==> src/rtl/cfgb_pkg.sv <==
package cfgb_pkg;
    typedef enum logic [1:0] {
        ST_IDLE = 2'd0,
        ST_HEAD = 2'd1,
        ST_PAD  = 2'd2,
        ST_TAIL = 2'd3
    } cfgb_state_e;

    localparam logic [7:0] FMT_RD_T0 = 8'h04;
    localparam logic [7:0] FMT_WR_T0 = 8'h44;
    localparam logic [7:0] FMT_RD_T1 = 8'h05;
    localparam logic [7:0] FMT_WR_T1 = 8'h45;
    localparam logic [7:0] TAG_RD    = 8'h1D;
    localparam logic [7:0] TAG_WR    = 8'h10;

    localparam int unsigned HIDDEN_BAR_OFF = 'h10;
    localparam int unsigned PRIBUS_OFF     = 'h18;

    localparam logic [1:0] REJ_NODEV  = 2'd1;
    localparam logic [1:0] REJ_BADREG = 2'd2;
endpackage

==> src/rtl/cfgb_lanes.sv <==
module cfgb_lanes #(
    parameter int DW = 32
) (
    input  logic [1:0]      off_lo,
    input  logic [1:0]      size_code,
    input  logic [DW-1:0]   wdata,
    output logic [DW/8-1:0] byte_en,
    output logic [DW-1:0]   wdata_sh
);
    localparam int BE_W = DW / 8;

    always_comb begin
        unique case (size_code)
            2'd0:    byte_en = BE_W'(1) << off_lo;
            2'd1:    byte_en = BE_W'(3) << off_lo;
            default: byte_en = '1;
        endcase
        wdata_sh = wdata << {off_lo, 3'b000};
    end
endmodule

==> src/rtl/cfgb_hdr.sv <==
module cfgb_hdr
    import cfgb_pkg::*;
#(
    parameter int BUS_W   = 8,
    parameter int DEVFN_W = 8,
    parameter int OFF_W   = 12
) (
    input  logic               is_write,
    input  logic               type1,
    input  logic [BUS_W-1:0]   root_bus,
    input  logic [3:0]         byte_en,
    input  logic [BUS_W-1:0]   bus,
    input  logic [DEVFN_W-1:0] devfn,
    input  logic [OFF_W-3:0]   off_dw,
    output logic [31:0]        dw0,
    output logic [31:0]        dw1,
    output logic [31:0]        dw2
);
    logic [7:0] fmt;
    logic [7:0] tag;

    always_comb begin
        unique case ({is_write, type1})
            2'b00:   fmt = FMT_RD_T0;
            2'b01:   fmt = FMT_RD_T1;
            2'b10:   fmt = FMT_WR_T0;
            default: fmt = FMT_WR_T1;
        endcase
        tag = is_write ? TAG_WR : TAG_RD;
        dw0 = {fmt, 24'h000001};
        dw1 = {8'(root_bus), 8'h00, tag, 4'h0, byte_en};
        dw2 = {8'(bus), 8'(devfn), 16'({off_dw, 2'b00})};
    end
endmodule

==> src/rtl/cfg_req_builder.sv <==
module cfg_req_builder
    import cfgb_pkg::*;
#(
    parameter int              BUS_W     = 8,
    parameter int              DEVFN_W   = 8,
    parameter int              OFF_W     = 12,
    parameter logic [BUS_W-1:0] ROOT_INIT = '0
) (
    input  logic               clk,
    input  logic               rst_n,
    input  logic               req_valid,
    output logic               req_ready,
    input  logic               req_write,
    input  logic [BUS_W-1:0]   req_bus,
    input  logic [DEVFN_W-1:0] req_devfn,
    input  logic [OFF_W-1:0]   req_off,
    input  logic [1:0]         req_size,
    input  logic [31:0]        req_wdata,
    output logic               busy,
    output logic               reject_valid,
    output logic [1:0]         reject_code,
    output logic [BUS_W-1:0]   root_bus,
    output logic               beat_valid,
    input  logic               beat_ready,
    output logic [63:0]        beat_data,
    output logic               beat_sop,
    output logic               beat_eop
);
    localparam int DW     = 32;
    localparam int BE_W   = DW / 8;
    localparam int DEV_LO = 3;

    cfgb_state_e state, state_nx;

    logic               r_write, r_type1, r_aligned;
    logic [BUS_W-1:0]   r_bus;
    logic [DEVFN_W-1:0] r_devfn;
    logic [OFF_W-3:0]   r_off_dw;
    logic [BE_W-1:0]    r_be;
    logic [DW-1:0]      r_data;

    logic [BE_W-1:0]    be_c;
    logic [DW-1:0]      sh_c;
    logic [31:0]        dw0, dw1, dw2;

    logic accept, root_hit, hide_bar, no_dev, filtered, beat_take, snoop;

    cfgb_lanes #(.DW(DW)) u_lanes (
        .off_lo    (req_off[1:0]),
        .size_code (req_size),
        .wdata     (req_wdata),
        .byte_en   (be_c),
        .wdata_sh  (sh_c)
    );

    cfgb_hdr #(.BUS_W(BUS_W), .DEVFN_W(DEVFN_W), .OFF_W(OFF_W)) u_hdr (
        .is_write (r_write),
        .type1    (r_type1),
        .root_bus (root_bus),
        .byte_en  (r_be),
        .bus      (r_bus),
        .devfn    (r_devfn),
        .off_dw   (r_off_dw),
        .dw0      (dw0),
        .dw1      (dw1),
        .dw2      (dw2)
    );

    assign req_ready = (state == ST_IDLE);
    assign accept    = req_valid && req_ready;
    assign root_hit  = (req_bus == root_bus);
    assign hide_bar  = root_hit && (req_devfn == '0) && (req_off == OFF_W'(HIDDEN_BAR_OFF));
    assign no_dev    = root_hit && (req_devfn[DEVFN_W-1:DEV_LO] != '0);
    assign filtered  = hide_bar || no_dev;
    assign beat_take = beat_valid && beat_ready;
    assign snoop     = r_write && (r_bus == root_bus) && (r_devfn == '0) &&
                       ({r_off_dw, 2'b00} == OFF_W'(PRIBUS_OFF)) && r_be[0];

    // next state
    always_comb begin
        state_nx = state;
        unique case (state)
            ST_IDLE: if (accept && !filtered) state_nx = ST_HEAD;
            ST_HEAD: if (beat_take) state_nx = (r_write && r_aligned) ? ST_PAD : ST_TAIL;
            ST_PAD:  if (beat_take) state_nx = ST_TAIL;
            ST_TAIL: if (beat_take) state_nx = ST_IDLE;
        endcase
    end

    // state register
    always_ff @(posedge clk or negedge rst_n) begin
        if (!rst_n) state <= ST_IDLE;
        else        state <= state_nx;
    end

    // request capture, reject pulse, root bus tracking
    always_ff @(posedge clk or negedge rst_n) begin
        if (!rst_n) begin
            r_write      <= 1'b0;
            r_type1      <= 1'b0;
            r_aligned    <= 1'b0;
            r_bus        <= '0;
            r_devfn      <= '0;
            r_off_dw     <= '0;
            r_be         <= '0;
            r_data       <= '0;
            reject_valid <= 1'b0;
            reject_code  <= '0;
            root_bus     <= ROOT_INIT;
        end else begin
            reject_valid <= accept && filtered;
            if (accept) begin
                reject_code <= hide_bar ? REJ_BADREG : (no_dev ? REJ_NODEV : 2'd0);
                r_write     <= req_write;
                r_type1     <= !root_hit;
                r_aligned   <= !req_off[2];
                r_bus       <= req_bus;
                r_devfn     <= req_devfn;
                r_off_dw    <= req_off[OFF_W-1:2];
                r_be        <= be_c;
                r_data      <= sh_c;
            end
            if (state == ST_TAIL && beat_take && snoop)
                root_bus <= BUS_W'(r_data[7:0]);
        end
    end

    // outputs
    always_comb begin
        busy       = (state != ST_IDLE);
        beat_valid = 1'b0;
        beat_sop   = 1'b0;
        beat_eop   = 1'b0;
        beat_data  = '0;
        unique case (state)
            ST_IDLE: ;
            ST_HEAD: begin
                beat_valid = 1'b1;
                beat_sop   = 1'b1;
                beat_data  = {dw1, dw0};
            end
            ST_PAD: begin
                beat_valid = 1'b1;
                beat_data  = {32'h0, dw2};
            end
            ST_TAIL: begin
                beat_valid = 1'b1;
                beat_eop   = 1'b1;
                if (r_write && r_aligned) beat_data = {32'h0, r_data};
                else if (r_write)         beat_data = {r_data, dw2};
                else                      beat_data = {32'h0, dw2};
            end
        endcase
    end
endmodule

==> config.mk <==
export PLATFORM = sky130hd
export DESIGN_NAME = cfg_req_builder
export DESIGN_NICKNAME = d
export VERILOG_FILES = /design/src/rtl/cfgb_pkg.sv /design/src/rtl/cfgb_lanes.sv /design/src/rtl/cfgb_hdr.sv /design/src/rtl/cfg_req_builder.sv
export SDC_FILE = /design/constraint.sdc
export NUM_CORES = 1
export LEC_CHECK = 0
export CELL_PAD_IN_SITES_DETAIL_PLACEMENT = 1
export CELL_PAD_IN_SITES_GLOBAL_PLACEMENT = 2
export CORE_MARGIN = 1.5
export CORE_UTILIZATION = 28
export CTS_BUF_LIST = sky130_fd_sc_hd__clkbuf_8
export CTS_CLUSTER_DIAMETER = 100
export CTS_CLUSTER_SIZE = 25
export DETAILED_ROUTE_END_ITERATION = 16
export PLACE_DENSITY_LB_ADDON = 0.1
export SLEW_MARGIN = 20
export SYNTH_ARGS = -nofsm -noshare
export SYNTH_HDL_FRONTEND = slang
export SYNTH_SLANG_ARGS = --single-unit
==> constraint.sdc <==
create_clock -name clk -period 2.5 [get_ports clk]
set_input_delay 0.25 -clock clk [delete_from_list [all_inputs] [get_ports clk]]
set_output_delay 0.25 -clock clk [all_outputs]
set_load 0.05 [all_outputs]
Word-level counts from Yosys, hierarchy flattened. Index checks and enable logic that the tools add are counted.

Bits in registers: 78. Bits of input ports: 67. Output and inout bits: 80. Logic and storage cells: 73.

Equal/unequal tests: 14. Shift-type cells: 3. Mux-type cells: 17. Reduce and logical (&&, ||, !) cells: 27.

Operators with widths (number): $pmux W64 S3 (1); $mux W64 (2); $shl A32 B5 Y32 (1); $pmux W7 S3 (1); $eq A8 B8 Y1 (2); $logic_not A8 Y1 (2); $logic_and A1 B1 Y1 (14); $eq A12 B5 Y1 const B (1); $eq A10 B3 Y1 const B (1); $mux W2 (5); $pmux W2 S4 (1); $pmux W4 S2 (1); $eq A2 B1 Y1 const B (3); $eq A2 B2 Y1 const B (3); $logic_not A2 Y1 (3); $ne A2 B2 Y1 const B (3); $mux W1 (5); $reduce_bool A5 Y1 (1); $mux W4 (1); $reduce_and A4 Y1 (1); $shl A1 B2 Y4 const A (1); $shl A2 B2 Y4 const A (1); $logic_not A1 Y1 (3); $reduce_or A3 Y1 (1); other kinds (3) (3).

Longest topological paths before layout.
Depth after elaboration: 8. Gate-level depth with buffers: 8. Mapped depth without buffers: 7.

Hierarchy. From an unflattened synthesis, not the netlist that was laid out.

Cell total of the unflattened synthesis: 587. Area, all modules: 5866.9 um^2.

Modules (own cells, without submodules): cfg_req_builder (times used 1, cells an instance 417, area each 4555.6 um^2, sequential area each 1951.9 um^2); cfgb_hdr (times used 1, cells an instance 98, area each 716.9 um^2, sequential area each 0.0 um^2); cfgb_lanes (times used 1, cells an instance 72, area each 594.3 um^2, sequential area each 0.0 um^2).

Worst setup path before layout. OpenSTA, ideal clock, no wires.

Path type: register -> output. From: reg state[0]. To: out beat_data[40]. Arrival: 2.792 ns. Path slack: -0.542 ns. Stages on the path, launching flop included: 7. Path through: dfrtp_1 > inv_1 > ha_1 > clkbuf_1 > inv_1 > nand2_1 > o21ai_0.

Cells in the longest elaborated chain, start to end: 2.

RTL lines: from (decl) (line cfg_req_builder.sv:33) `cfgb_state_e state, state_nx;`; from (signal assigned) (line cfg_req_builder.sv:93) `else state <= state_nx;`; $eq A2 B2 Y1 / $eq A2 B1 Y1 (equally long branches) (line cfg_req_builder.sv:135) `unique case (state)`; $pmux W64 S3 * (line cfg_req_builder.sv:135); to (decl) (line cfg_req_builder.sv:25) `output logic [63:0] beat_data,`.

Every way passes the cells marked *; elsewhere a longest branch is shown, timed or not.

Worst setup path after layout.
From: reg state[1]. To: out beat_data[53].

Same word-level chain as after synthesis.

==> results.toml <==
[run_status]
status = "complete, no violations"

[finish]
final_cell_mix = "77 x clkdlybuf4s50_1, 75 x dfrtp_1, 65 x buf_12"
layout_commonest_cell = "clkdlybuf4s50_1"
drive_gt1_frac = 0.303
syn_to_final_growth_pct = 60.8
fin_nets = 690
fin_area_mm2 = 0.00730
antennaDiodeCount = 0
final_util = 0.460

[drt]
wirelength_mm = 17.6
via_per_inst = 4.98
drc = 0
wl_per_cell_um = 21.0
ant_nets = 0
firstDrtPassIters = 4
drt_iter0_drc = 146
vias = 4182

[worst_setup_path]
ff2ff_setup_slack_ns = 0.37
timing.rr.end = "root_bus[5]$_DFFE_PN0P_"
crit_path_cell_trace = "clkinvlp_4 > ha_4 > buf_4 > nor3_4 > bufbuf_16 > and2_1 > buf_12"
max_stage_delay_ns = 0.41
worstPathMaxFanout = 15
arrival_ns = 2.22
end_kind = "output pin"
ff2ff_path_depth = 6
timing.rr.start = "root_bus[2]$_DFFE_PN0P_"
setup.worst_path.start_class = "flop"
setup.worst_path.class = "reg -> out"
critPathSlowestCell = "dfrtp_2"
critical_path_required_ns = 2.25

[floorplanning]
core_area_mm2 = 0.0159
die_area_mm2 = 0.0170
die_w_um = 130
fp.dieH_um = 130
rows = 46
start_util = 0.286
pin_count = 147

[synthesis]
synthDistinctLibCells = 41
synth_nets = 549
ys_warn_count = 0
syn_inst = 478
synth_area_mm2 = 0.00454
synth_seq_cells = 78
ys_seq_area_frac = 0.430
syn-mean-instance-area_um2 = 9.50

[global_routing]
grt_overflow = 0
grt_pass1_wl_mm = 26.5
grtUsageTotal = 0.214
grt_start_max_net_pins = 79
grt_pass1_vias = 4401
antenna_found_initial = 0

[clocking]
clkTransAtPathRegs_ns = 0.08
clockRootBuffer = "clkbuf_8"
clock_latency_ns = 0.37
clock_path_buffers = 2
cts_sinks = 78
cts_tree = "yes"
cts_buffers = 9
cts_max_level = 3

[power_and_ir_drop]
power_density_mw_per_mm2 = 1280
vdd_drop_max_mv = 0.449
leakage_nw = 3.02

[timing]
maxSlewViolCount = 0
report.final.hold_viol_count = 0
slew_headroom = 0.493
fmax_ghz = 0.405
fin_setup_tns_ns = 0
fin_crit_sh = 0.987
worst_pin_slew_ns = 0.760
fin_crit_ns = 2.47
rsz0062_at_grt = "true"
setup_viol = 0
skew_ns = 0.00661

[run]
drv_cap = 0

[placement]
port_buffers = 146
dp_hpwl_mm = 13.6
placed_area_mm2 = 0.00696
gp_congestion = 0.843

[worst_hold_path]
hold_class = "in -> async"
[through the flow]
step | setup slack, ns | cells | power [W] | hold WS [ns]
2_1_floorplan | -0.0677 | 478 | 0.00541 | -0.0456
3_3_place_gp | 0.330 | 818 | 0.00801 | 0.466
3_5_place_dp | 0.227 | 818 | 0.00813 | 0.472
4_1_cts | 0.00265 | 835 | 0.00929 | 0.101
5_1_grt | -0.0726 | 840 | 0.00978 | 0.496
6_report | 0.0331 | 840 | 0.00932 | 0.483
[flip-flops by register name, summed over array words and instances, names as in the netlist]
| register | count |
|---|---|
| r_devfn | 8 |
| root_bus | 8 |
| r_off_dw | 10 |
| r_write | 1 |
| reject_code | 2 |
| r_bus | 8 |
| r_be | 4 |
| r_data | 32 |
| reject_valid | 1 |
| r_aligned | 1 |
| state | 2 |
| r_type1 | 1 |
[worst max-delay path: cells and delay by family (launching register included)]
family                     cells  cell delay, ns
buffers and inverters          4            0.78
DFF                            1            0.41
adders and majority gates      1            0.20
and+or+nand+nor                2            0.46
[synth_stat cells]
| library cell | number | area share |
|---|---|---|
| nor4b_1 | 1 | 0.0019 |
| buf_2 | 3 | 0.0033 |
| nor4_1 | 9 | 0.012 |
| nor2_1 | 19 | 0.016 |
| o311ai_0 | 1 | 0.0019 |
| a21oi_1 | 42 | 0.046 |
| a211oi_1 | 8 | 0.013 |
| buf_6 | 2 | 0.0050 |
| o31a_1 | 1 | 0.0019 |
| buf_4 | 9 | 0.015 |
| nor3_1 | 6 | 0.0066 |
| o31ai_1 | 3 | 0.0050 |
| nor2b_1 | 10 | 0.014 |
| o211ai_1 | 2 | 0.0033 |
| mux2i_1 | 16 | 0.035 |
| or2_2 | 2 | 0.0028 |
| and3_1 | 3 | 0.0041 |
| nor3b_1 | 1 | 0.0017 |
| a222oi_1 | 2 | 0.0044 |
| nand3_1 | 3 | 0.0033 |
| inv_1 | 4 | 0.0033 |
| nand4_1 | 3 | 0.0041 |
| nor4bb_1 | 1 | 0.0022 |
| a22oi_1 | 1 | 0.0017 |
| or4_1 | 1 | 0.0017 |
| o21ai_1 | 1 | 0.0011 |
| nor4_4 | 1 | 0.0047 |
| nand2_1 | 59 | 0.049 |
| o21a_1 | 2 | 0.0033 |
| a22o_1 | 19 | 0.037 |
| nand2b_1 | 2 | 0.0028 |
| xor2_1 | 16 | 0.031 |
| o21ai_0 | 49 | 0.054 |
| ha_1 | 4 | 0.011 |
| a22o_2 | 1 | 0.0022 |
| or3_1 | 1 | 0.0014 |
| mux2_2 | 46 | 0.11 |
| and2_1 | 21 | 0.029 |
| clkbuf_1 | 24 | 0.020 |
| dfrtp_1 | 78 | 0.43 |
| buf_1 | 1 | 0.00083 |
[report_power, final]
group	total, W	switching [W]	internal, W
Clock	0.00105	0.000494	0.000557
Sequential	0.00244	0.000666	0.00177
Combinational	0.00583	0.00324	0.00259
Total	0.00932	0.00440	0.00492
[area by class of cell]
class	instances	area [µm²]
clock buffers	9	124
clock inverters	7	90.1
fillers	1757	8580
inverters	4	22.5
multi-input cells	357	2530
flip-flops and latches	78	1960
well taps	216	270
repair buffers	169	2310
[cells by family (layout without fill, tap and decap cells)]
family,after synthesis,count (layout),share of synthesized area
buffers and inverters,43,189,0.0471
AOI/OAI and AO/OA,132,132,0.175
muxes,62,62,0.149
xor gates and xnor gates,16,16,0.0309
and+or+nand+nor,143,143,0.157
DFF,78,78,0.430
adders and majority gates,4,4,0.0110
[worst max path at each step]
stage	end	slack, ns	from	cells past startpoint
finish	beat_data[53]	0.03	state[1]$_DFFE_PN0P_	7
global route	beat_data[41]	-0.07	state[1]$_DFFE_PN0P_	7
CTS	beat_data[56]	0.003	state[1]$_DFFE_PN0P_	6
detailed placement	state[1]$_DFFE_PN0P_	0.23	req_bus[1]	6
global placement	root_bus[1]$_DFFE_PN0P_	0.33	r_devfn[4]$_DFFE_PN0P_	6
floorplan	beat_data[0]	-0.07	state[0]$_DFFE_PN0P_	4
[routing by layer]
layer  routed length [µm]  part of all wire  global-route usage  up-vias
met5                    0                 0                   0        -
met4                  138            0.0078              0.0407        0
met3                  679             0.038              0.0390        8
met2                 8610              0.49               0.362      113
met1                 8210              0.47               0.288     2072
li1                     -                 -                   -     1989
[repair_timing]
action                                  4_1_cts  5_1_grt
resized for setup                            12        5
hold buffers                                  0        1
endpoints found under the hold margin         0       53
cloned                                        1        0
pin swaps                                     1        2
endpoints found under the setup margin       32       47
buffers inserted                              0        4
Note: power is estimated with default switching activity, not from simulation.
